$ cat config.mk
export PLATFORM = sky130hd
export DESIGN_NAME = ext_sram_glue
export DESIGN_NICKNAME = d
export VERILOG_FILES = /design/src/rtl/ext_sram_glue_pkg.sv /design/src/rtl/ext_sram_glue_alatch.sv /design/src/rtl/ext_sram_glue_decode.sv /design/src/rtl/ext_sram_glue_strobe.sv /design/src/rtl/ext_sram_glue.sv
export SDC_FILE = /design/constraint.sdc
export NUM_CORES = 1
export LEC_CHECK = 0
export BUFFER_PORTS_ARGS = -buffer_cell sky130_fd_sc_hd__buf_2
export CELL_PAD_IN_SITES_DETAIL_PLACEMENT = 1
export CELL_PAD_IN_SITES_GLOBAL_PLACEMENT = 1
export CORE_MARGIN = 2
export CORE_UTILIZATION = 19
export DETAILED_ROUTE_END_ITERATION = 16
export PLACE_DENSITY = 0.85
export SETUP_SLACK_MARGIN = 0.1
export SYNTH_ARGS = -nofsm -noshare
export SYNTH_HDL_FRONTEND = slang
export SYNTH_SLANG_ARGS = --single-unit
$ cat constraint.sdc
create_clock -name clk -period 0.8 [get_ports clk]
set_input_delay 0.16 -clock clk [delete_from_list [all_inputs] [get_ports clk]]
set_output_delay 0.16 -clock clk [all_outputs]
set_load 0.05 [all_outputs]
$ cat src/rtl/ext_sram_glue_pkg.sv
package ext_sram_glue_pkg;
  localparam int BUS_AW = 16;
  localparam int BUS_DW = 8;
  localparam int MEM_AW = 13;

  typedef struct packed {
    logic cs_n;
    logic we_n;
    logic oe_n;
    logic wr_drv;
    logic rd_drv;
  } strobe_t;
endpackage

$ cat src/rtl/ext_sram_glue_alatch.sv
module ext_sram_glue_alatch #(
  parameter int W = 8
) (
  input  logic         clk,
  input  logic         rst_n,
  input  logic         le_i,
  input  logic [W-1:0] d_i,
  output logic [W-1:0] q_o
);
  logic [W-1:0] held_q;
  logic [W-1:0] held_d;

  always_comb begin
    held_d = held_q;
    if (le_i) held_d = d_i;
  end

  always_ff @(posedge clk or negedge rst_n) begin
    if (!rst_n) held_q <= '0;
    else        held_q <= held_d;
  end

  assign q_o = le_i ? d_i : held_q;

  // with the strobe low across an edge, the held byte must not move
  p_hold_r2: assert property (@(posedge clk) disable iff (!rst_n)
    (!le_i && $past(!le_i)) |-> $stable(q_o));
endmodule

$ cat src/rtl/ext_sram_glue_decode.sv
module ext_sram_glue_decode #(
  parameter int AW     = 16,
  parameter int MEM_AW = 13,
  parameter int WINDOW = 2
) (
  input  logic          clk,
  input  logic          rst_n,
  input  logic          bus_e_i,
  input  logic [AW-1:0] addr_i,
  output logic          sel_o
);
  localparam int SEL_W = AW - MEM_AW;
  localparam logic [SEL_W-1:0] WIN_CODE = SEL_W'(WINDOW);

  logic hit;
  assign hit   = (addr_i[AW-1 -: SEL_W] == WIN_CODE);
  assign sel_o = hit && bus_e_i;

  // a select is never seen in the address half of the cycle
  p_sel_needs_e_r4: assert property (@(posedge clk) disable iff (!rst_n)
    sel_o |-> bus_e_i);
endmodule

$ cat src/rtl/ext_sram_glue_strobe.sv
module ext_sram_glue_strobe
  import ext_sram_glue_pkg::*;
(
  input  logic    clk,
  input  logic    rst_n,
  input  logic    sel_i,
  input  logic    rw_i,
  output strobe_t stb_o
);
  always_comb begin
    stb_o        = '{cs_n: 1'b1, we_n: 1'b1, oe_n: 1'b1, wr_drv: 1'b0, rd_drv: 1'b0};
    if (sel_i) begin
      stb_o.cs_n = 1'b0;
      if (rw_i) begin
        stb_o.oe_n   = 1'b0;
        stb_o.rd_drv = 1'b1;
      end else begin
        stb_o.we_n   = 1'b0;
        stb_o.wr_drv = 1'b1;
      end
    end
  end

  // a write strobe only appears under chip select
  p_we_needs_cs_r6: assert property (@(posedge clk) disable iff (!rst_n)
    !stb_o.we_n |-> !stb_o.cs_n);
  // read and write strobes never overlap
  p_we_oe_excl_r7: assert property (@(posedge clk) disable iff (!rst_n)
    $onehot0({~stb_o.we_n, ~stb_o.oe_n}));
  // both sides never drive at the same time
  p_drive_excl_r9: assert property (@(posedge clk) disable iff (!rst_n)
    !(stb_o.wr_drv && stb_o.rd_drv));
endmodule

$ cat src/rtl/ext_sram_glue.sv
module ext_sram_glue
  import ext_sram_glue_pkg::*;
#(
  parameter int AW     = BUS_AW,
  parameter int DW     = BUS_DW,
  parameter int MAW    = MEM_AW,
  parameter int WINDOW = 2
) (
  input  logic           clk,
  input  logic           rst_n,
  input  logic           bus_e,
  input  logic           bus_rw,
  input  logic           bus_as,
  input  logic [DW-1:0]  bus_a_hi,
  input  logic [DW-1:0]  bus_ad_i,
  output logic [DW-1:0]  bus_ad_o,
  output logic           bus_ad_oe,
  output logic [MAW-1:0] mem_addr,
  output logic           mem_cs_n,
  output logic           mem_cs,
  output logic           mem_we_n,
  output logic           mem_oe_n,
  output logic [DW-1:0]  mem_dq_o,
  output logic           mem_dq_oe,
  input  logic [DW-1:0]  mem_dq_i
);
  localparam int HI_KEEP = MAW - DW;
  localparam int SEL_W   = AW - MAW;

  logic    rst_meta_q, rst_sync_q;
  logic    rst_meta_d, rst_sync_d;
  logic [DW-1:0] lo_addr;
  logic    sel;
  strobe_t stb;

  // reset: asserted at once, released after two clock edges
  always_comb begin
    rst_meta_d = 1'b1;
    rst_sync_d = rst_meta_q;
  end

  always_ff @(posedge clk or negedge rst_n) begin
    if (!rst_n) begin
      rst_meta_q <= 1'b0;
      rst_sync_q <= 1'b0;
    end else begin
      rst_meta_q <= rst_meta_d;
      rst_sync_q <= rst_sync_d;
    end
  end

  ext_sram_glue_alatch #(.W(DW)) i_alatch (
    .clk   (clk),
    .rst_n (rst_sync_q),
    .le_i  (bus_as),
    .d_i   (bus_ad_i),
    .q_o   (lo_addr)
  );

  ext_sram_glue_decode #(.AW(AW), .MEM_AW(MAW), .WINDOW(WINDOW)) i_decode (
    .clk     (clk),
    .rst_n   (rst_sync_q),
    .bus_e_i (bus_e),
    .addr_i  ({bus_a_hi, lo_addr}),
    .sel_o   (sel)
  );

  ext_sram_glue_strobe i_strobe (
    .clk   (clk),
    .rst_n (rst_sync_q),
    .sel_i (sel),
    .rw_i  (bus_rw),
    .stb_o (stb)
  );

  assign mem_addr  = {bus_a_hi[HI_KEEP-1:0], lo_addr};
  assign mem_cs_n  = stb.cs_n;
  assign mem_cs    = 1'b1;
  assign mem_we_n  = stb.we_n;
  assign mem_oe_n  = stb.oe_n;
  assign mem_dq_o  = bus_ad_i;
  assign mem_dq_oe = stb.wr_drv;
  assign bus_ad_o  = mem_dq_i;
  assign bus_ad_oe = stb.rd_drv;

  // the memory sees the shared byte while the strobe is high
  p_transparent_r1: assert property (@(posedge clk) disable iff (!rst_sync_q)
    bus_as |-> (mem_addr[DW-1:0] == bus_ad_i));
  // an address outside the window leaves the memory untouched
  p_quiet_r10: assert property (@(posedge clk) disable iff (!rst_sync_q)
    (bus_a_hi[DW-1 -: SEL_W] != SEL_W'(WINDOW)) |->
      (mem_cs_n && mem_we_n && mem_oe_n && !mem_dq_oe && !bus_ad_oe));
endmodule

==> results.sh <==
export IMPL_synth_warnings=0
export IMPL_hold_viol_final=0
export IMPL_regArea_um2=250
export IMPL_layout_commonest_cell="buf_2"
export IMPL_port_buffers=36
export IMPL_start_kind="flop"
export IMPL_ys_seq_area_share_pct=44.7
export IMPL_die_area_um2=3390
export IMPL_powerDensity_nw_per_um2=1870
export IMPL_fin_nets=102
export IMPL_fillers=308
export IMPL_outcome="finished with violations"
export IMPL_post_route_drc_count=0
export IMPL_r2r_start="i_alatch.held_q[0]"
export IMPL_die_w_um=58.3
export IMPL_required_ns=0.64
export IMPL_startpoint="i_alatch.held_q[0]"
export IMPL_final_setup_viol_count=16
export IMPL_skew_ns=0.00196
export IMPL_min_period_ns=1.23
export IMPL_grt_start_max_net_pins=9
export IMPL_clock_sinks=10
export IMPL_violations="negative setup slack"
export IMPL_clk_pin_slew_ns=0.07
export IMPL_max_clock_path_buffers=2
export IMPL_ioPinCount=64
export IMPL_placed_area_um2=664
export IMPL_tns_ns=-4.75
export IMPL_finalPower_mw=1.63
export IMPL_r2r_slack_ns=-0.19
export IMPL_ir_drop_v=0.000777
export IMPL_dp_hpwl_um=1040
export IMPL_final_cell_mix="buf_2 (21), buf_6 (13), dfrtp_1 (10)"
export IMPL_placementRows=19
export IMPL_fmax_mhz=815
export IMPL_initial_core_util_pct=20.1
export IMPL_insertedDiodeCount=0
export IMPL_dp_cells=94
export IMPL_avgRoutedWirePerCell_um=13.6
export IMPL_r2r_end="i_alatch.held_q[0]"
export IMPL_gp_congestion=0.587
export IMPL_syn_to_final_growth_pct=55.9
export IMPL_cts_buffers=3
export IMPL_drive_gt1_share_pct=80.6
export IMPL_grt_overflow_total=0
export IMPL_ys_types=11
export IMPL_die_h_um=58.3
export IMPL_vias=400
export IMPL_slew_violations=0
export IMPL_hold_path_class="reg2async"
export IMPL_h_tree_depth=1
export IMPL_stdcell_count=103
export IMPL_p_leak_nw=0.442
export IMPL_end_kind="output pin"
export IMPL_grt_pass1_vias=446
export IMPL_setup_slack_ns=-0.427
export IMPL_ys_ff_latch=10
export IMPL_wirelength_um=1400
export IMPL_ant_nets=0
export IMPL_syn_inst=48
export IMPL_maxCapViolCount=0
export IMPL_avgViaCountPerCell=3.88
export IMPL_firstDrtPassIters=2
export IMPL_core_um2=2780
export IMPL_crit_arrival_ns=1.07
export IMPL_synth_area_per_cell_um2=11.7
export IMPL_cts_tree="yes"
export IMPL_path_max_fanout=2
export IMPL_reg2reg_depth=3
export IMPL_antenna_found_initial=0
export IMPL_grt_pass1_wl_um=2240
export IMPL_finalCritPeriodShare_pct=153
export IMPL_rsz0062_at_grt="yes"
export IMPL_drt_initial_drc_count=3
export IMPL_multi_input_area_um2=176
export IMPL_critPathKind="reg2out"
export IMPL_finalInstanceArea_um2=872
export IMPL_clock_latency_ns=0.26
export IMPL_grtUsageTotal_pct=9.32
export IMPL_post_place_ws_ns=-0.382
export IMPL_root_buffer="clkbuf_4"
export IMPL_syn_cell_area_um2=559
-- worst max path at each step --
stage	depth (start not counted)	end
after floorplan	3	mem_dq_oe
after global placement	4	bus_ad_oe
after detailed placement	4	bus_ad_oe
after CTS	2	mem_addr[2]
after global routing	2	mem_addr[4]
final	2	mem_addr[0]
-- critical path, stage by stage (launching register included) --
cell and delay, ns:
dfrtp_1 0.37, mux2_4 0.29, buf_8 0.15
-- metrics by stage --
step	util (%)	hold WS (ns)
3_5_place_dp	23.9	-0.0499
3_3_place_gp	23.9	-0.0545
2_1_floorplan	-	-0.136
5_1_grt	31.4	0.156
6_report	31.4	0.142
4_1_cts	30.7	0.150
-- repair_timing --
item	CTS	global route
gates resized for setup	36	4
setup endpoints to repair	21	21
pin swaps	3	0
hold buffers	1	0
buffers inserted	3	2
cloned	0	0
endpoints found under the hold margin	2	0
-- metal layers --
metal | track usage [%] | vias to the layer above | part of all wire (%)
met4 | 4.98 | 0 | 0
met5 | 0 | - | 0
met1 | 9.47 | 195 | 33
met3 | 3.35 | 0 | 11
li1 | - | 175 | -
met2 | 16.6 | 30 | 57
-- synthesized netlist by cell type --
master     n  area (µm²)
nor2_2     1        6.26
nand2b_1   1        6.26
and2_1     1        6.26
buf_6      1        11.3
inv_2      1        3.75
conb_1     1        3.75
and4bb_2   1        12.5
dfrtp_1   10         250
buf_4     22         165
mux2_2     8        90.1
nand2_1    1        3.75
-- flip-flops by register name (all words and copies together), names as in the netlist --
name / flops
rst_sync_q: 1
i_alatch.held_q: 8
rst_meta_q: 1
-- logic make-up after synthesis --
family        count (synthesis)  synth area share (%)
other cells                   1                 0.670
mux                           8                  16.1
buf+inv                      24                  32.2
simple gates                  5                  6.27
flops                        10                  44.7
-- power by group --
group | leakage (nW) | switching [mW] | internal, mW | total [mW]
registers | 0.117 | 0.0213 | 0.551 | 0.572
logic | 0.304 | 0.361 | 0.260 | 0.621
clock network | 0.0210 | 0.163 | 0.276 | 0.439
-- layout make-up --
type                       instances  area share (%)
multi-input combinational         15            20.2
clock buffer                       4            4.16
sequential                        10            28.7
inverter                           1           0.717
timing repair buffer              42            41.8
tap                               31            4.45
Note: power is estimated with default switching activity, not from simulation.
